<file path="src/rtl/nxpc_pkg.sv">
package nxpc_pkg;
  typedef enum logic [3:0] {
    K_SEQ   = 4'd0,
    K_JABS  = 4'd1,
    K_CALL  = 4'd2,
    K_BRU   = 4'd3,
    K_BCOND = 4'd4,
    K_RET   = 4'd5,
    K_JREG  = 4'd6,
    K_CALLR = 4'd7,
    K_NXPC  = 4'd8
  } flow_kind_e;

  typedef enum logic [2:0] {
    C_GES = 3'd0,
    C_LTS = 3'd1,
    C_NE  = 3'd2,
    C_EQ  = 3'd3,
    C_GEU = 3'd4,
    C_LTU = 3'd5
  } cmp_sel_e;
endpackage

</file>
<file path="src/rtl/nxpc_cmp.sv">
module nxpc_cmp #(
  parameter int XLEN = 32
) (
  input  logic [XLEN-1:0] a,
  input  logic [XLEN-1:0] b,
  input  logic [2:0]      sel,
  output logic            take
);
  import nxpc_pkg::*;

  logic eq, lt_s, lt_u;

  assign eq   = (a == b);
  assign lt_s = ($signed(a) < $signed(b));
  assign lt_u = (a < b);

  always_comb begin
    case (sel)
      C_GES:   take = ~lt_s;
      C_LTS:   take = lt_s;
      C_NE:    take = ~eq;
      C_EQ:    take = eq;
      C_GEU:   take = ~lt_u;
      C_LTU:   take = lt_u;
      default: take = 1'b0;
    endcase
  end
endmodule

</file>
<file path="src/rtl/nxpc_targets.sv">
module nxpc_targets #(
  parameter int XLEN    = 32,
  parameter int IMM_W   = 16,
  parameter int HI_KEEP = 4,
  localparam int JW     = XLEN - HI_KEEP - 2
) (
  input  logic [XLEN-1:0]  pc,
  input  logic [IMM_W-1:0] imm16,
  input  logic [JW-1:0]    imm26,
  output logic [XLEN-1:0]  seq,
  output logic [XLEN-1:0]  jabs,
  output logic [XLEN-1:0]  bra
);
  localparam logic [XLEN-1:0] STEP = XLEN'(4);
  localparam logic [XLEN-1:0] ALIGN_MASK = ~XLEN'(3);

  logic [XLEN-1:0] off;

  assign seq  = pc + STEP;
  assign jabs = {pc[XLEN-1 -: HI_KEEP], imm26, 2'b00};
  assign off  = {{(XLEN-IMM_W){imm16[IMM_W-1]}}, imm16} & ALIGN_MASK;
  assign bra  = seq + off;
endmodule

</file>
<file path="src/rtl/nxpc_route.sv">
module nxpc_route #(
  parameter int XLEN   = 32,
  parameter int REG_AW = 5,
  parameter int RA_IDX = 31
) (
  input  logic [3:0]        kind,
  input  logic              take,
  input  logic [XLEN-1:0]   seq,
  input  logic [XLEN-1:0]   jabs,
  input  logic [XLEN-1:0]   bra,
  input  logic [XLEN-1:0]   opnd_a,
  input  logic [XLEN-1:0]   ra_val,
  input  logic [REG_AW-1:0] dst,
  output logic [XLEN-1:0]   npc_d,
  output logic              we_d,
  output logic [REG_AW-1:0] dst_d
);
  import nxpc_pkg::*;

  localparam logic [REG_AW-1:0] RA = REG_AW'(RA_IDX);

  always_comb begin
    npc_d = seq;
    we_d  = 1'b0;
    dst_d = dst;
    case (kind)
      K_JABS:  npc_d = jabs;
      K_CALL:  begin npc_d = jabs; we_d = 1'b1; dst_d = RA; end
      K_BRU:   npc_d = bra;
      K_BCOND: npc_d = take ? bra : seq;
      K_RET:   npc_d = ra_val;
      K_JREG:  npc_d = opnd_a;
      K_CALLR: begin npc_d = opnd_a; we_d = 1'b1; dst_d = RA; end
      K_NXPC:  we_d = (dst != '0);
      default: npc_d = seq;
    endcase
  end
endmodule

</file>
<file path="src/rtl/nxpc_unit.sv">
module nxpc_unit #(
  parameter int XLEN    = 32,
  parameter int IMM_W   = 16,
  parameter int HI_KEEP = 4,
  parameter int REG_AW  = 5,
  parameter int RA_IDX  = 31,
  parameter logic [XLEN-1:0] RESET_PC = '0,
  localparam int JW     = XLEN - HI_KEEP - 2
) (
  input  logic              clk,
  input  logic              rst_n,
  input  logic              issue,
  input  logic [XLEN-1:0]   pc,
  input  logic [3:0]        kind,
  input  logic [2:0]        cond,
  input  logic [IMM_W-1:0]  imm16,
  input  logic [JW-1:0]     imm26,
  input  logic [XLEN-1:0]   opnd_a,
  input  logic [XLEN-1:0]   opnd_b,
  input  logic [XLEN-1:0]   ra_val,
  input  logic [REG_AW-1:0] dst,
  output logic [XLEN-1:0]   npc,
  output logic              link_we,
  output logic [REG_AW-1:0] link_dst,
  output logic [XLEN-1:0]   link_data
);
  // reset synchronizer: assert asynchronously, release on the clock
  logic [1:0] rst_pipe;
  logic       rst_core_n;

  always_ff @(posedge clk or negedge rst_n) begin
    if (!rst_n) rst_pipe <= 2'b00;
    else        rst_pipe <= {rst_pipe[0], 1'b1};
  end
  assign rst_core_n = rst_pipe[1];

  logic              take;
  logic [XLEN-1:0]   seq, jabs, bra, npc_d;
  logic              we_d;
  logic [REG_AW-1:0] dst_d;

  nxpc_cmp #(.XLEN(XLEN)) u_cmp (
    .a(opnd_a), .b(opnd_b), .sel(cond), .take(take)
  );

  nxpc_targets #(.XLEN(XLEN), .IMM_W(IMM_W), .HI_KEEP(HI_KEEP)) u_tgt (
    .pc(pc), .imm16(imm16), .imm26(imm26), .seq(seq), .jabs(jabs), .bra(bra)
  );

  nxpc_route #(.XLEN(XLEN), .REG_AW(REG_AW), .RA_IDX(RA_IDX)) u_route (
    .kind(kind), .take(take), .seq(seq), .jabs(jabs), .bra(bra),
    .opnd_a(opnd_a), .ra_val(ra_val), .dst(dst),
    .npc_d(npc_d), .we_d(we_d), .dst_d(dst_d)
  );

  // next-state for the write strobe: pulse only in issue cycles
  logic we_next;
  assign we_next = issue & we_d;

  always_ff @(posedge clk or negedge rst_core_n) begin
    if (!rst_core_n) begin
      npc       <= RESET_PC;
      link_we   <= 1'b0;
      link_dst  <= '0;
      link_data <= '0;
    end else begin
      link_we <= we_next;
      if (issue) begin
        npc       <= npc_d;
        link_dst  <= dst_d;
        link_data <= seq;
      end
    end
  end
endmodule

</file>
<file path="config.mk">
export PLATFORM = sky130hd
export DESIGN_NAME = nxpc_unit
export DESIGN_NICKNAME = d
export VERILOG_FILES = /design/src/rtl/nxpc_pkg.sv /design/src/rtl/nxpc_cmp.sv /design/src/rtl/nxpc_targets.sv /design/src/rtl/nxpc_route.sv /design/src/rtl/nxpc_unit.sv
export SDC_FILE = /design/constraint.sdc
export NUM_CORES = 1
export LEC_CHECK = 0
export BUFFER_PORTS_ARGS = -buffer_cell sky130_fd_sc_hd__buf_2
export CORE_ASPECT_RATIO = 1.75
export CORE_UTILIZATION = 42
export DETAILED_ROUTE_END_ITERATION = 8
export PLACE_DENSITY = 0.81
export SYNTH_ARGS = -nofsm -noshare
export SYNTH_HDL_FRONTEND = slang
export SYNTH_SLANG_ARGS = --single-unit
</file>
<file path="constraint.sdc">
create_clock -name clk -period 2.8 [get_ports clk]
set_clock_uncertainty 0.2 [all_clocks]
set_input_delay 0.14 -clock clk [delete_from_list [all_inputs] [get_ports clk]]
set_output_delay 0.14 -clock clk [all_outputs]
set_load 0.005 [all_outputs]
</file>
## Yosys cells after proc, flatten, opt, wreduce, memory -nomap -nowiden

Index checks and enable logic that the tools add are counted.

- Add/subtract/negate cells: 2
- Order comparisons: 2
- Equality and inequality tests: 14
- Muxes and demuxes: 5
- Bitwise operators: 4
- Reductions and logical operators: 5

Operators by type and width:

| operator | number |
|---|---|
| $pmux 32 s5 | 1 |
| $lt 32x32->1 | 2 |
| $add 32x3->32 const B | 1 |
| $add 32x32->32 | 1 |
| $eq 32x32->1 | 1 |
| $mux 32 | 1 |
| $eq 4x3->1 const B | 4 |
| $eq 4x2->1 const B | 2 |
| $eq 3x2->1 const B | 2 |
| $eq 3x3->1 const B | 2 |
| $pmux 1 s6 | 1 |
| $reduce_or 2->1 | 3 |
| $mux 5 | 1 |
| $reduce_bool 5->1 | 1 |
| $eq 4x1->1 const B | 1 |
| $eq 4x4->1 const B | 1 |
| $eq 3x1->1 const B | 1 |
| $logic_not 3->1 | 1 |
| $not 1->1 | 3 |
| $pmux 1 s2 | 1 |
| $and 1x1->1 | 1 |

- Register bits after elaboration: 72
- Input bits: 185
- Output and inout bits: 70
- Logic and storage cells: 37

## Logic depth before layout (Yosys ltp)

Gate-level depths: netlist (run 1).

- Word-level depth: 5
- Mapped depth: 18

## Hierarchy

From an unflattened synthesis (run 1), not the netlist that was laid out.

- Cells, all modules: 978
- Area total of the unflattened synthesis: 8764.7 sq um

By module, submodules not included:

| module | times used | cells each | area each (sq um) |
|---|---|---|---|
| nxpc_unit | 1 | 151 | 2999.1 |
| nxpc_route | 1 | 358 | 2491.1 |
| nxpc_targets | 1 | 348 | 2397.3 |
| nxpc_cmp | 1 | 121 | 877.1 |

## Least setup slack after synthesis (run 1)

Ideal clock, no wire load.

- Path type: input to register
- Start: input port pc[9]
- End: register npc[30]
- Arrival: 3.234 ns
- Setup slack: -0.721 ns
- Stages on the path: 17
- Path buffers: 1
- Cell sequence: nand3_1 -> nor2_1 -> nand4_1 -> nor2_1 -> nand3_1 -> xor2_1 -> inv_1 -> ha_1 -> clkbuf_1 -> nand3_1 -> or2_2 -> o32a_1 -> a21bo_2 -> o21bai_1 -> a311o_1 -> or4b_1 -> o211ai_1

- Word-level cells in the longest chain between the ends: 4

RTL lines:

| item | line | RTL |
|---|---|---|
| from (decl) | nxpc_unit.sv:13 | `input logic [XLEN-1:0] pc,` |
| $add 32x3->32 (*) | nxpc_targets.sv:19 | `assign seq = pc + STEP;` |
| named net seq[22] | nxpc_unit.sv:38 | `logic [XLEN-1:0] seq, jabs, bra, npc_d;` |
| $add 32x32->32 (*) | nxpc_targets.sv:22 | `assign bra = seq + off;` |
| $mux 32 | nxpc_route.sv:30 | `K_BCOND: npc_d = take ? bra : seq;` |
| $pmux 32 s5 (*) | nxpc_route.sv:26 | `case (kind)` |
| to (signal assigned) | nxpc_unit.sv:69 | `npc <= npc_d;` |
| to (decl) | nxpc_unit.sv:22 | `output logic [XLEN-1:0] npc,` |

The timed path passes the listed nets; every way through them passes the cells marked *.
A chain may end at the register's enable or synchronous reset.

## Worst setup path in the final report (run 1)

Same ends and word-level chain as after synthesis.

==> results.sh, run 1 <==
export IMPL_outcome="finished with violations"
export IMPL_violations="DRC, hold timing, setup timing"
export IMPL_synth_yosys_seq_area_share_pct=26.8
export IMPL_synthDominantAreaCellType="sky130_fd_sc_hd__dfrtp_1"
export IMPL_footprint_of_the_multi_input_gates_sq_mm=0.00544
export IMPL_tritoncts_num_buffers=9
export IMPL_global_route_usage_total_pct=35.8
export IMPL_grt_pass1_wl_um=45600
export IMPL_p_leak_nw=5.47
export IMPL_power_switching_mw=1.50
export IMPL_powerDensity_mw_per_mm2=375
export IMPL_synth_xor_xnor_area_share_pct=7.30
export IMPL_grt_max_degree=71
export IMPL_synth_async_reset_ratio_pct=100
export IMPL_synth_cell_area_sq_mm=0.00672
export IMPL_synthTopCellsByCount="sky130_fd_sc_hd__dfrtp_1, sky130_fd_sc_hd__nand2_1, sky130_fd_sc_hd__ha_1"
export IMPL_worst_endpoint_required_ns=2.85
export IMPL_synthToLayoutAreaGrowth_pct=67.3
export IMPL_ctsHtreeMaxLevel=3
export IMPL_synth_compound_area_share_pct=25.7
export IMPL_max_slew_headroom_at_the_worst_pin_pct=32.4
export IMPL_finalNetCount=1513
export IMPL_drv_max_cap_violation_count=0
export IMPL_ys_warnings_count=0
export IMPL_io_pin_count=255
export IMPL_routed_wl_met2_um=15700
export IMPL_detailroute_via_count=8857
export IMPL_num_rows=60
export IMPL_layout_drive_gt1_share_pct=52.8
export IMPL_ys_types=72
export IMPL_p_comb_share_pct=43.8
export IMPL_setup_worst_path_end_class="register"
export IMPL_drt_initial_drc_count=741
export IMPL_clock_tree_from_tritoncts="yes"
export IMPL_synth_seq_cells=72
export IMPL_rsz_0062_raised_after_global_routing="yes"
export IMPL_gpl_final_weighted_congestion=0.936
export IMPL_max_freq_ghz=0.295
export IMPL_clkTransAtPathRegs_ns=0.06
export IMPL_crit_path_start_kind="input pin"
export IMPL_report_final_slew_viol_count=0
export IMPL_cellInternalPower_mw=2.72
export IMPL_wl_met3_um=2400
export IMPL_timing_hold_worst_class="in2reg"
export IMPL_port_buffers=252
export IMPL_setup_violations=15
export IMPL_placed_cell_area_sq_mm=0.00971
export IMPL_syn_mean_instance_area_sq_um=8.47
export IMPL_post_synth_top_area_fraction_pct=26.8
export IMPL_via_count_of_the_first_global_routing_pass=9133
export IMPL_n_fill_cell=1090
export IMPL_maximum_count_of_clock_buffers_along_a_single_path=2
export IMPL_clkPwrFrac_pct=26.3
export IMPL_final_cells=1452
export IMPL_worst_slew_pin_transition_ns=1.01
export IMPL_remaining_number_of_nets_flagged_by_the_antenna_check_after_routing=0
export IMPL_synth_simple_gate_area_share_pct=17.5
export IMPL_power_switching_fraction_pct=35.4
export IMPL_netlist_top_cells_area="sky130_fd_sc_hd__dfrtp_1, sky130_fd_sc_hd__ha_1, sky130_fd_sc_hd__xnor2_1"
export IMPL_viasPerCell=6.10
export IMPL_ff_latch_area_sq_mm=0.00181
export IMPL_setup_tns_final_ns=-5.03
export IMPL_finalHoldViolCount=2
export IMPL_largest_family_of_logic_cells_by_synthesized_area="compound AO/OA/AOI/OAI gates"
export IMPL_synth_flop_cell="sky130_fd_sc_hd__dfrtp_1"
export IMPL_grt_overflow_total=0
export IMPL_numClockSinks=72
export IMPL_worst_ir_drop_vdd_uv=276
export IMPL_dp_final_hpwl_um=21400
export IMPL_fin_ws_ns=-0.595
export IMPL_number_of_antenna_violations_at_the_first_check_in_global_routing=2
export IMPL_post_synth_fa_ha_maj_area_fraction_pct=12.6
export IMPL_worst_endpoint_arrival_ns=3.45
export IMPL_postLayoutCellArea_sq_mm=0.0112
export IMPL_synth_area_mux_share_pct=4.02
export IMPL_fin_crit_sh_pct=121
export IMPL_dieArea_sq_mm=0.0165
export IMPL_fp_dieW_um=97.6
export IMPL_total_power_mw=4.22
export IMPL_drc=18
export IMPL_worstSetupPathType="in2reg"
export IMPL_route_detailed_wl_per_inst_um=21.6
export IMPL_route_top_layer_used="met4"
export IMPL_cts_root_buffer="sky130_fd_sc_hd__clkbuf_16"
export IMPL_timing_critical_path_fanout_max=6
export IMPL_timing_final_crit_period_ns=3.39
export IMPL_drt_wl_total_um=31400
export IMPL_die_h_um=169
export IMPL_met1Wirelength_um=10500
export IMPL_core_sq_mm=0.0155
export IMPL_initial_core_util_pct=43.2
export IMPL_iteration_count_of_the_initial_detailed_routing_pass=7
export IMPL_hold_ws_ns=-0.0202
export IMPL_placed_cells=1384
export IMPL_synth_net_count=1045
export IMPL_postSynthCellCount=793
export IMPL_synth_edff_count=0
export IMPL_sequentialPowerShare_pct=29.8
export IMPL_worst_skew_pair_late_latency_ns=0.35
## sequential cells by signal, indices dropped and copies added, names as in the netlist
name       flops
link_data     32
link_dst       5
npc           32
rst_pipe       2
link_we        1
## cells by family (layout without fill, tap and decap cells)
kind of cell,Yosys count,after routing
XOR/XNOR,56,56
other,1,3
buffers and inverters,101,572
multiplexers,24,24
AND/OR/NAND/NOR,234,234
AO/OA/AOI/OAI,238,238
adder cells (fa/ha/maj),67,67
flip-flops,72,72
## metrics by stage
| step | worst slack, ns | utilization [%] |
|---|---|---|
| 4_1_cts | -0.355 | 69.7 |
| 3_5_place_dp | -0.853 | 62.5 |
| 3_3_place_gp | -0.789 | 62.5 |
| 2_1_floorplan | -0.494 | - |
| 6_report | -0.595 | 72.4 |
| 5_1_grt | -0.772 | 72.4 |
## path summary, 6_finish.rpt
path | slack [ns] | from | end | depth (start not counted)
min reg2reg | 0.15 | rst_pipe[0] | rst_pipe[1] | 0
min | -0.02 | imm26[2] | npc[4] | 4
min in group asynchronous | 0.31 | rst_pipe[1] | npc[0] | 0
max in group asynchronous | 1.44 | rst_pipe[1] | npc[12] | 0
max | -0.59 | pc[9] | npc[30] | 18
max reg2reg | 1.36 | link_dst[1] | link_dst[1] | 2
## per-layer routing
layer	vias to the layer above	GRT usage [%]
met5	-	0
met4	0	31.6
met3	210	7.08
met2	619	63.1
met1	4150	35.5
li1	3878	-
## final cells by class
type / instances / area share, %
Timing Repair Buffer: 496 / 29.0
Clock inverter: 1 / 0.0445
Clock buffer: 13 / 2.31
Sequential cell: 72 / 16.1
Antenna cell: 2 / 0.0445
Inverter: 62 / 2.07
Tap cell: 186 / 2.07
Multi-Input combinational cell: 620 / 48.4
## placed cells by master (no fill, tap or decap), types with 13 or more instances in the layout
master / netlist / layout
sky130_fd_sc_hd__a21oi_1: 57 / 45
sky130_fd_sc_hd__a221oi_1: 29 / 15
sky130_fd_sc_hd__a221oi_2: 5 / 18
sky130_fd_sc_hd__buf_2: 3 / 245
sky130_fd_sc_hd__buf_4: 2 / 211
sky130_fd_sc_hd__buf_6: 2 / 15
sky130_fd_sc_hd__dfrtp_1: 72 / 71
sky130_fd_sc_hd__dlygate4sd3_1: 0 / 21
sky130_fd_sc_hd__ha_1: 66 / 48
sky130_fd_sc_hd__ha_4: 0 / 13
sky130_fd_sc_hd__inv_1: 62 / 58
sky130_fd_sc_hd__mux2_2: 24 / 24
sky130_fd_sc_hd__nand2_1: 72 / 63
sky130_fd_sc_hd__nand3_1: 33 / 23
sky130_fd_sc_hd__nand4_1: 13 / 13
sky130_fd_sc_hd__nor2_1: 57 / 52
sky130_fd_sc_hd__o21ai_0: 33 / 23
sky130_fd_sc_hd__o22ai_1: 15 / 13
sky130_fd_sc_hd__xnor2_1: 41 / 25
sky130_fd_sc_hd__xnor2_2: 0 / 13
## repair_timing
| item | in CTS | in global routing |
|---|---|---|
| cloned | 0 | 0 |
| resized for setup | 88 | 68 |
| setup endpoints to repair | 19 | 30 |
| pin swaps | 45 | 32 |
| hold endpoints to repair | 17 | 1 |
| hold buffers | 20 | 1 |
| setup buffers | 24 | 8 |
## power groups by stage
stage | clock network [mW] | registers (mW) | logic (mW)
floorplan | 0 | 1.26 | 0.739
global placement | 0 | 1.27 | 1.46
detailed placement | 0 | 1.27 | 1.49
CTS | 1.11 | 1.26 | 1.65
global route | 1.16 | 1.27 | 1.97
finish | 1.11 | 1.26 | 1.85
## worst max-delay path: stages
cell and delay, ns:
sky130_fd_sc_hd__buf_8 0.08, sky130_fd_sc_hd__nand3_4 0.08, sky130_fd_sc_hd__nor2_4 0.13, sky130_fd_sc_hd__nand4_1 0.14, sky130_fd_sc_hd__buf_4 0.21, sky130_fd_sc_hd__nor2_4 0.09, sky130_fd_sc_hd__buf_6 0.14, sky130_fd_sc_hd__nand3_1 0.10
sky130_fd_sc_hd__xor2_1 0.17, sky130_fd_sc_hd__inv_1 0.10, sky130_fd_sc_hd__ha_2 0.28, sky130_fd_sc_hd__o21ai_0 0.23, sky130_fd_sc_hd__o32a_1 0.38, sky130_fd_sc_hd__a21bo_4 0.22, sky130_fd_sc_hd__o21bai_2 0.07, sky130_fd_sc_hd__a311o_1 0.29
sky130_fd_sc_hd__or4b_1 0.47, sky130_fd_sc_hd__o211ai_1 0.11
No activity file was read; power rests on OpenSTA's default activity.
==> inputs of run 2 (changes only) <==
Settings changed: PLACE_DENSITY 0.81 to 0.8.
==> results.sh, run 2 (same netlist as run 1, synthesis figures left out) <==
export IMPL_viasPerCell=6.07
export IMPL_setup_violations=22
export IMPL_dp_final_hpwl_um=20800
export IMPL_worstSetupPathType="in2reg"
export IMPL_tritoncts_num_buffers=9
export IMPL_layout_top_registers="link_data (32), npc (32), link_dst (5)"
export IMPL_fp_dieW_um=97.6
export IMPL_timing_final_crit_period_ns=3.27
export IMPL_ff_latch_area_sq_mm=0.00181
export IMPL_violations="DRC, hold timing, setup timing"
export IMPL_powerDensity_mw_per_mm2=378
export IMPL_timing_critical_path_fanout_max=3
export IMPL_gpl_final_weighted_congestion=0.941
export IMPL_initial_core_util_pct=43.2
export IMPL_detailroute_via_count=8928
export IMPL_report_final_slew_viol_count=0
export IMPL_port_buffers=252
export IMPL_total_power_mw=4.41
export IMPL_grt_max_degree=71
export IMPL_layout_drive_gt1_share_pct=56.2
export IMPL_synthToLayoutAreaGrowth_pct=74.0
export IMPL_finalHoldViolCount=1
export IMPL_clkTransAtPathRegs_ns=0.07
export IMPL_final_cell_mix="sky130_fd_sc_hd__buf_2, sky130_fd_sc_hd__buf_4, sky130_fd_sc_hd__dfrtp_1, sky130_fd_sc_hd__nand2_1, sky130_fd_sc_hd__inv_1"
export IMPL_drt_initial_drc_count=645
export IMPL_num_rows=60
export IMPL_outcome="finished with violations"
export IMPL_postLayoutCellArea_sq_mm=0.0117
export IMPL_number_of_antenna_violations_at_the_first_check_in_global_routing=2
export IMPL_setup_worst_path_end_class="register"
export IMPL_worst_skew_pair_late_latency_ns=0.34
export IMPL_ctsHtreeMaxLevel=3
export IMPL_most_common_library_cell_in_the_layout_ignoring_fill_and_taps="sky130_fd_sc_hd__buf_2"
export IMPL_n_fill_cell=1006
export IMPL_final_core_utilization_pct=75.2
export IMPL_worst_endpoint_arrival_ns=3.29
export IMPL_setup_tns_final_ns=-5.00
export IMPL_max_slew_headroom_at_the_worst_pin_pct=29.5
export IMPL_grt_pass1_wl_um=44500
export IMPL_iteration_count_of_the_initial_detailed_routing_pass=7
export IMPL_fin_ws_ns=-0.466
export IMPL_placed_cell_area_sq_mm=0.00973
export IMPL_numClockSinks=72
export IMPL_pre_cts_ws_ns=-0.819
export IMPL_drc=16
export IMPL_fin_crit_sh_pct=117
export IMPL_global_route_usage_total_pct=34.5
export IMPL_rsz_0062_raised_after_global_routing="yes"
export IMPL_drv_max_cap_violation_count=0
export IMPL_finalNetCount=1531
export IMPL_die_h_um=169
export IMPL_max_freq_ghz=0.306
export IMPL_via_count_of_the_first_global_routing_pass=8988
export IMPL_worst_ir_drop_vdd_uv=320
export IMPL_p_leak_nw=5.63
export IMPL_core_sq_mm=0.0155
export IMPL_maximum_count_of_clock_buffers_along_a_single_path=2
export IMPL_hold_ws_ns=-0.00475
export IMPL_crit_path_start_kind="input pin"
export IMPL_cts_root_buffer="sky130_fd_sc_hd__clkbuf_16"
export IMPL_remaining_number_of_nets_flagged_by_the_antenna_check_after_routing=0
export IMPL_footprint_of_the_multi_input_gates_sq_mm=0.00570
export IMPL_drt_wl_total_um=31900
export IMPL_io_pin_count=255
export IMPL_dieArea_sq_mm=0.0165
export IMPL_grt_overflow_total=0
export IMPL_clock_tree_from_tritoncts="yes"
export IMPL_route_detailed_wl_per_inst_um=21.7
export IMPL_worst_endpoint_required_ns=2.82
export IMPL_timing_hold_worst_class="in2reg"
export IMPL_worst_slew_pin_transition_ns=1.06
run 2: changes by cell type in the layout (fill, tap and decap cells not counted), sizes merged:
cell,previous run,this run
buf,475,495
dlygate4sd3,21,19
clkbuf,13,11
clkinv,1,2
bufinv,0,1
clkinvlp,0,2
run 2: path summary, 6_finish.rpt:
kind	from	to	slack, ns	depth (start not counted)
worst max-delay path	pc[5]	npc[28]	-0.47	18
worst min-delay path	imm26[3]	npc[5]	-0.005	5
worst max register to register	rst_pipe[1]	link_data[27]	1.38	0
worst min register to register	rst_pipe[0]	rst_pipe[1]	0.16	0
max in group asynchronous	rst_pipe[1]	link_data[27]	1.38	0
min in group asynchronous	rst_pipe[1]	npc[0]	0.24	0
run 2: per-layer routing:
layer | track usage, % | part of all wire [%]
met3 | 6.88 | 7.1
met2 | 62.3 | 51
met5 | 0 | 0
met1 | 35.2 | 34
met4 | 24.8 | 7.5
run 2: cell type report:
| cell class | count | area share [%] |
|---|---|---|
| clock buffers | 11 | 2.16 |
| well taps | 186 | 1.99 |
| multi-input cells | 620 | 48.8 |
| inverters | 62 | 1.99 |
| clock inverters | 5 | 0.471 |
| diodes | 2 | 0.0428 |
| flip-flops and latches | 72 | 15.4 |
| repair buffers | 514 | 29.1 |
run 2: critical path, cell delays in order:
cell                       delay, ns
sky130_fd_sc_hd__buf_6          0.07
sky130_fd_sc_hd__and3_4         0.21
sky130_fd_sc_hd__and3_4         0.21
sky130_fd_sc_hd__nand2_4        0.09
sky130_fd_sc_hd__nor2_4         0.14
sky130_fd_sc_hd__xnor2_2        0.17
sky130_fd_sc_hd__inv_2          0.14
sky130_fd_sc_hd__ha_4           0.25
sky130_fd_sc_hd__a21oi_2        0.18
sky130_fd_sc_hd__o21ai_2        0.10
sky130_fd_sc_hd__buf_4          0.14
sky130_fd_sc_hd__buf_4          0.14
sky130_fd_sc_hd__o31a_1         0.32
sky130_fd_sc_hd__a31oi_2        0.24
sky130_fd_sc_hd__a32oi_1        0.17
sky130_fd_sc_hd__xor2_1         0.19
sky130_fd_sc_hd__a221oi_2       0.29
sky130_fd_sc_hd__nor2_1         0.08
run 2: through the flow:
| step | hold WS, ns | std cells |
|---|---|---|
| global placement | -0.270 | 1390 |
| global route | 0.0295 | 1472 |
| detailed placement | -0.269 | 1390 |
| CTS | 0.000426 | 1448 |
| floorplan | -0.356 | 793 |
| finish | -0.00475 | 1472 |
run 2: power by group:
part           switching [mW]  internal (mW)  total [mW]
Combinational           0.969          0.977        1.95
Sequential             0.0964           1.16        1.26
Clock                   0.476          0.736        1.21
Total                    1.54           2.87        4.41
run 2: what timing repair did:
item,CTS,global route
buffers inserted,24,22
gates resized for setup,95,102
pin swaps,64,91
endpoints found under the setup margin,21,26
endpoints found under the hold margin,19,0
hold buffers,19,0
==> inputs of run 3 (changes only) <==
Settings changed: CORE_ASPECT_RATIO 1.75 to not set, MAX_ROUTING_LAYER set to met4.
==> results.sh, run 3 (same netlist as run 1, synthesis figures left out) <==
export IMPL_setup_violations=16
export IMPL_setup_worst_path_end_class="register"
export IMPL_worst_skew_pair_late_latency_ns=0.35
export IMPL_critical_path_depth=20
export IMPL_timing_critical_path_buf_inv=6
export IMPL_drt_initial_drc_count=708
export IMPL_num_rows=45
export IMPL_worst_endpoint_arrival_ns=3.31
export IMPL_dieArea_sq_mm=0.0165
export IMPL_number_of_antenna_violations_at_the_first_check_in_global_routing=1
export IMPL_p_leak_nw=5.50
export IMPL_setup_tns_final_ns=-4.44
export IMPL_max_freq_ghz=0.309
export IMPL_initial_core_util_pct=43.6
export IMPL_report_final_slew_viol_count=0
export IMPL_maximum_count_of_clock_buffers_along_a_single_path=2
export IMPL_finalNetCount=1524
export IMPL_grt_max_degree=71
export IMPL_timing_critical_path_fanout_max=5
export IMPL_timing_final_crit_period_ns=3.23
export IMPL_tritoncts_num_buffers=9
export IMPL_detailroute_via_count=8752
export IMPL_total_power_mw=4.18
export IMPL_powerDensity_mw_per_mm2=369
export IMPL_crit_path_start_kind="input pin"
export IMPL_max_slew_headroom_at_the_worst_pin_pct=35.8
export IMPL_global_route_usage_total_pct=34.3
export IMPL_finalHoldViolCount=0
export IMPL_worst_slew_pin_transition_ns=0.963
export IMPL_synthToLayoutAreaGrowth_pct=68.7
export IMPL_drt_wl_total_um=29700
export IMPL_hold_depth=2
export IMPL_viasPerCell=5.88
export IMPL_drc=0
export IMPL_clkTransAtPathRegs_ns=0.06
export IMPL_iteration_count_of_the_initial_detailed_routing_pass=6
export IMPL_die_h_um=128
export IMPL_fp_dieW_um=128
export IMPL_layout_drive_gt1_share_pct=52.1
export IMPL_rsz_0062_raised_after_global_routing="yes"
export IMPL_remaining_number_of_nets_flagged_by_the_antenna_check_after_routing=0
export IMPL_worst_ir_drop_vdd_uv=323
export IMPL_violations="setup timing"
export IMPL_gpl_final_weighted_congestion=0.903
export IMPL_timing_critical_path_cells="buf_2, inv_1, nor2_4, nand4_1, buf_4, nor2_4, buf_6, nand2_1, xnor2_2, ha_1, a21o_1, a211oi_4, buf_4, a21oi_4, nand3b_1, buf_6, o21ai_4, a31oi_2, mux2_2, a21oi_1"
export IMPL_fin_crit_sh_pct=115
export IMPL_io_pin_count=255
export IMPL_slowest_stage="sky130_fd_sc_hd__ha_1"
export IMPL_critPathMaxStageDelay_ns=0.38
export IMPL_fin_ws_ns=-0.432
export IMPL_worst_endpoint_required_ns=2.88
export IMPL_grt_pass1_wl_um=42200
export IMPL_grt_overflow_total=0
export IMPL_crit_family="compound AO/OA/AOI/OAI gates"
export IMPL_most_common_library_cell_in_the_layout_ignoring_fill_and_taps="sky130_fd_sc_hd__buf_2"
export IMPL_ctsHtreeMaxLevel=3
export IMPL_worstSetupPathType="in2reg"
export IMPL_outcome="finished with violations"
export IMPL_final_cell_mix="sky130_fd_sc_hd__buf_2, sky130_fd_sc_hd__buf_4, sky130_fd_sc_hd__dfrtp_1, sky130_fd_sc_hd__nand2_1, sky130_fd_sc_hd__inv_1"
export IMPL_port_buffers=252
export IMPL_clock_tree_from_tritoncts="yes"
export IMPL_drv_max_cap_violation_count=0
export IMPL_route_detailed_wl_per_inst_um=19.9
export IMPL_dp_final_hpwl_um=20300
export IMPL_timing_hold_worst_class="in2reg"
export IMPL_pre_cts_ws_ns=-0.812
export IMPL_worst_r2r_cell_count=3
export IMPL_cts_root_buffer="sky130_fd_sc_hd__clkbuf_16"
export IMPL_core_sq_mm=0.0154
export IMPL_via_count_of_the_first_global_routing_pass=8232
export IMPL_layout_top_registers="link_data (32), npc (32), link_dst (5)"
export IMPL_numClockSinks=72
## run 3: cell types whose count changed in the layout (fill, tap and decap cells not counted), moves of 7 or more
cell	before	now
sky130_fd_sc_hd__buf_4	230	219
sky130_fd_sc_hd__a221oi_1	14	23
sky130_fd_sc_hd__ha_1	37	47
sky130_fd_sc_hd__xnor2_2	19	9
sky130_fd_sc_hd__xnor2_1	20	28
sky130_fd_sc_hd__a221oi_2	18	11
sky130_fd_sc_hd__ha_4	26	15
## run 3: where the power goes
group	leakage, nW	switching, mW	internal [mW]
clock	0.134	0.491	0.618
combinational	4.53	0.896	0.928
sequential	0.836	0.0921	1.16
## run 3: stage by stage
stage	utilization (%)	cell area (sq um)	std cells	hold slack [ns]
after detailed placement	63.4	9780	1412	-0.271
after global routing	73.5	11300	1489	0.0284
final	73.5	11300	1489	0.00410
after global placement	63.4	9780	1412	-0.273
after CTS	70.0	10800	1470	0.00128
after floorplan	-	6920	793	-0.356
## run 3: area by class of cell
cell class | instances | area [sq um]
Clock inverter | 6 | 35.0
Multi-Input combinational cell | 620 | 5400
Sequential cell | 72 | 1810
Fill cell | 1053 | 4090
Tap cell | 211 | 264
Antenna cell | 1 | 2.50
Clock buffer | 10 | 239
Timing Repair Buffer | 507 | 3360
Inverter | 62 | 233
## run 3: worst reg2reg max path: cells and delay by family (launching register included)
family	cells	cell delay (ns)
AND/OR/NAND/NOR	2	0.59
flip-flops	1	0.40
AO/OA/AOI/OAI	1	0.10
## run 3: layer usage
layer  up-vias  wire [um]  track usage [%]
li1       3903          -                -
met4         0       1480             17.4
met1      4161      11800             41.6
met2       559      14200             55.6
met3       129       2280             5.07
met5         -          0                -
## run 3: worst paths after layout
check / slack [ns] / startpoint / to
worst max-delay path: -0.43 / pc[11] / npc[27]
worst min-delay path: 0.004 / issue / npc[1]
worst max register to register: 1.43 / npc[30] / npc[30]
worst min register to register: 0.16 / rst_pipe[0] / rst_pipe[1]
max in group asynchronous: 1.49 / rst_pipe[1] / link_data[9]
min in group asynchronous: 0.29 / rst_pipe[1] / link_data[28]
## run 3: what timing repair did
| action | 4_1_cts | 5_1_grt |
|---|---|---|
| buffers inserted | 20 | 18 |
| endpoints found under the setup margin | 18 | 29 |
| hold buffers | 22 | 0 |
| resized for setup | 67 | 75 |
| pin swaps | 42 | 59 |
| endpoints found under the hold margin | 23 | 0 |
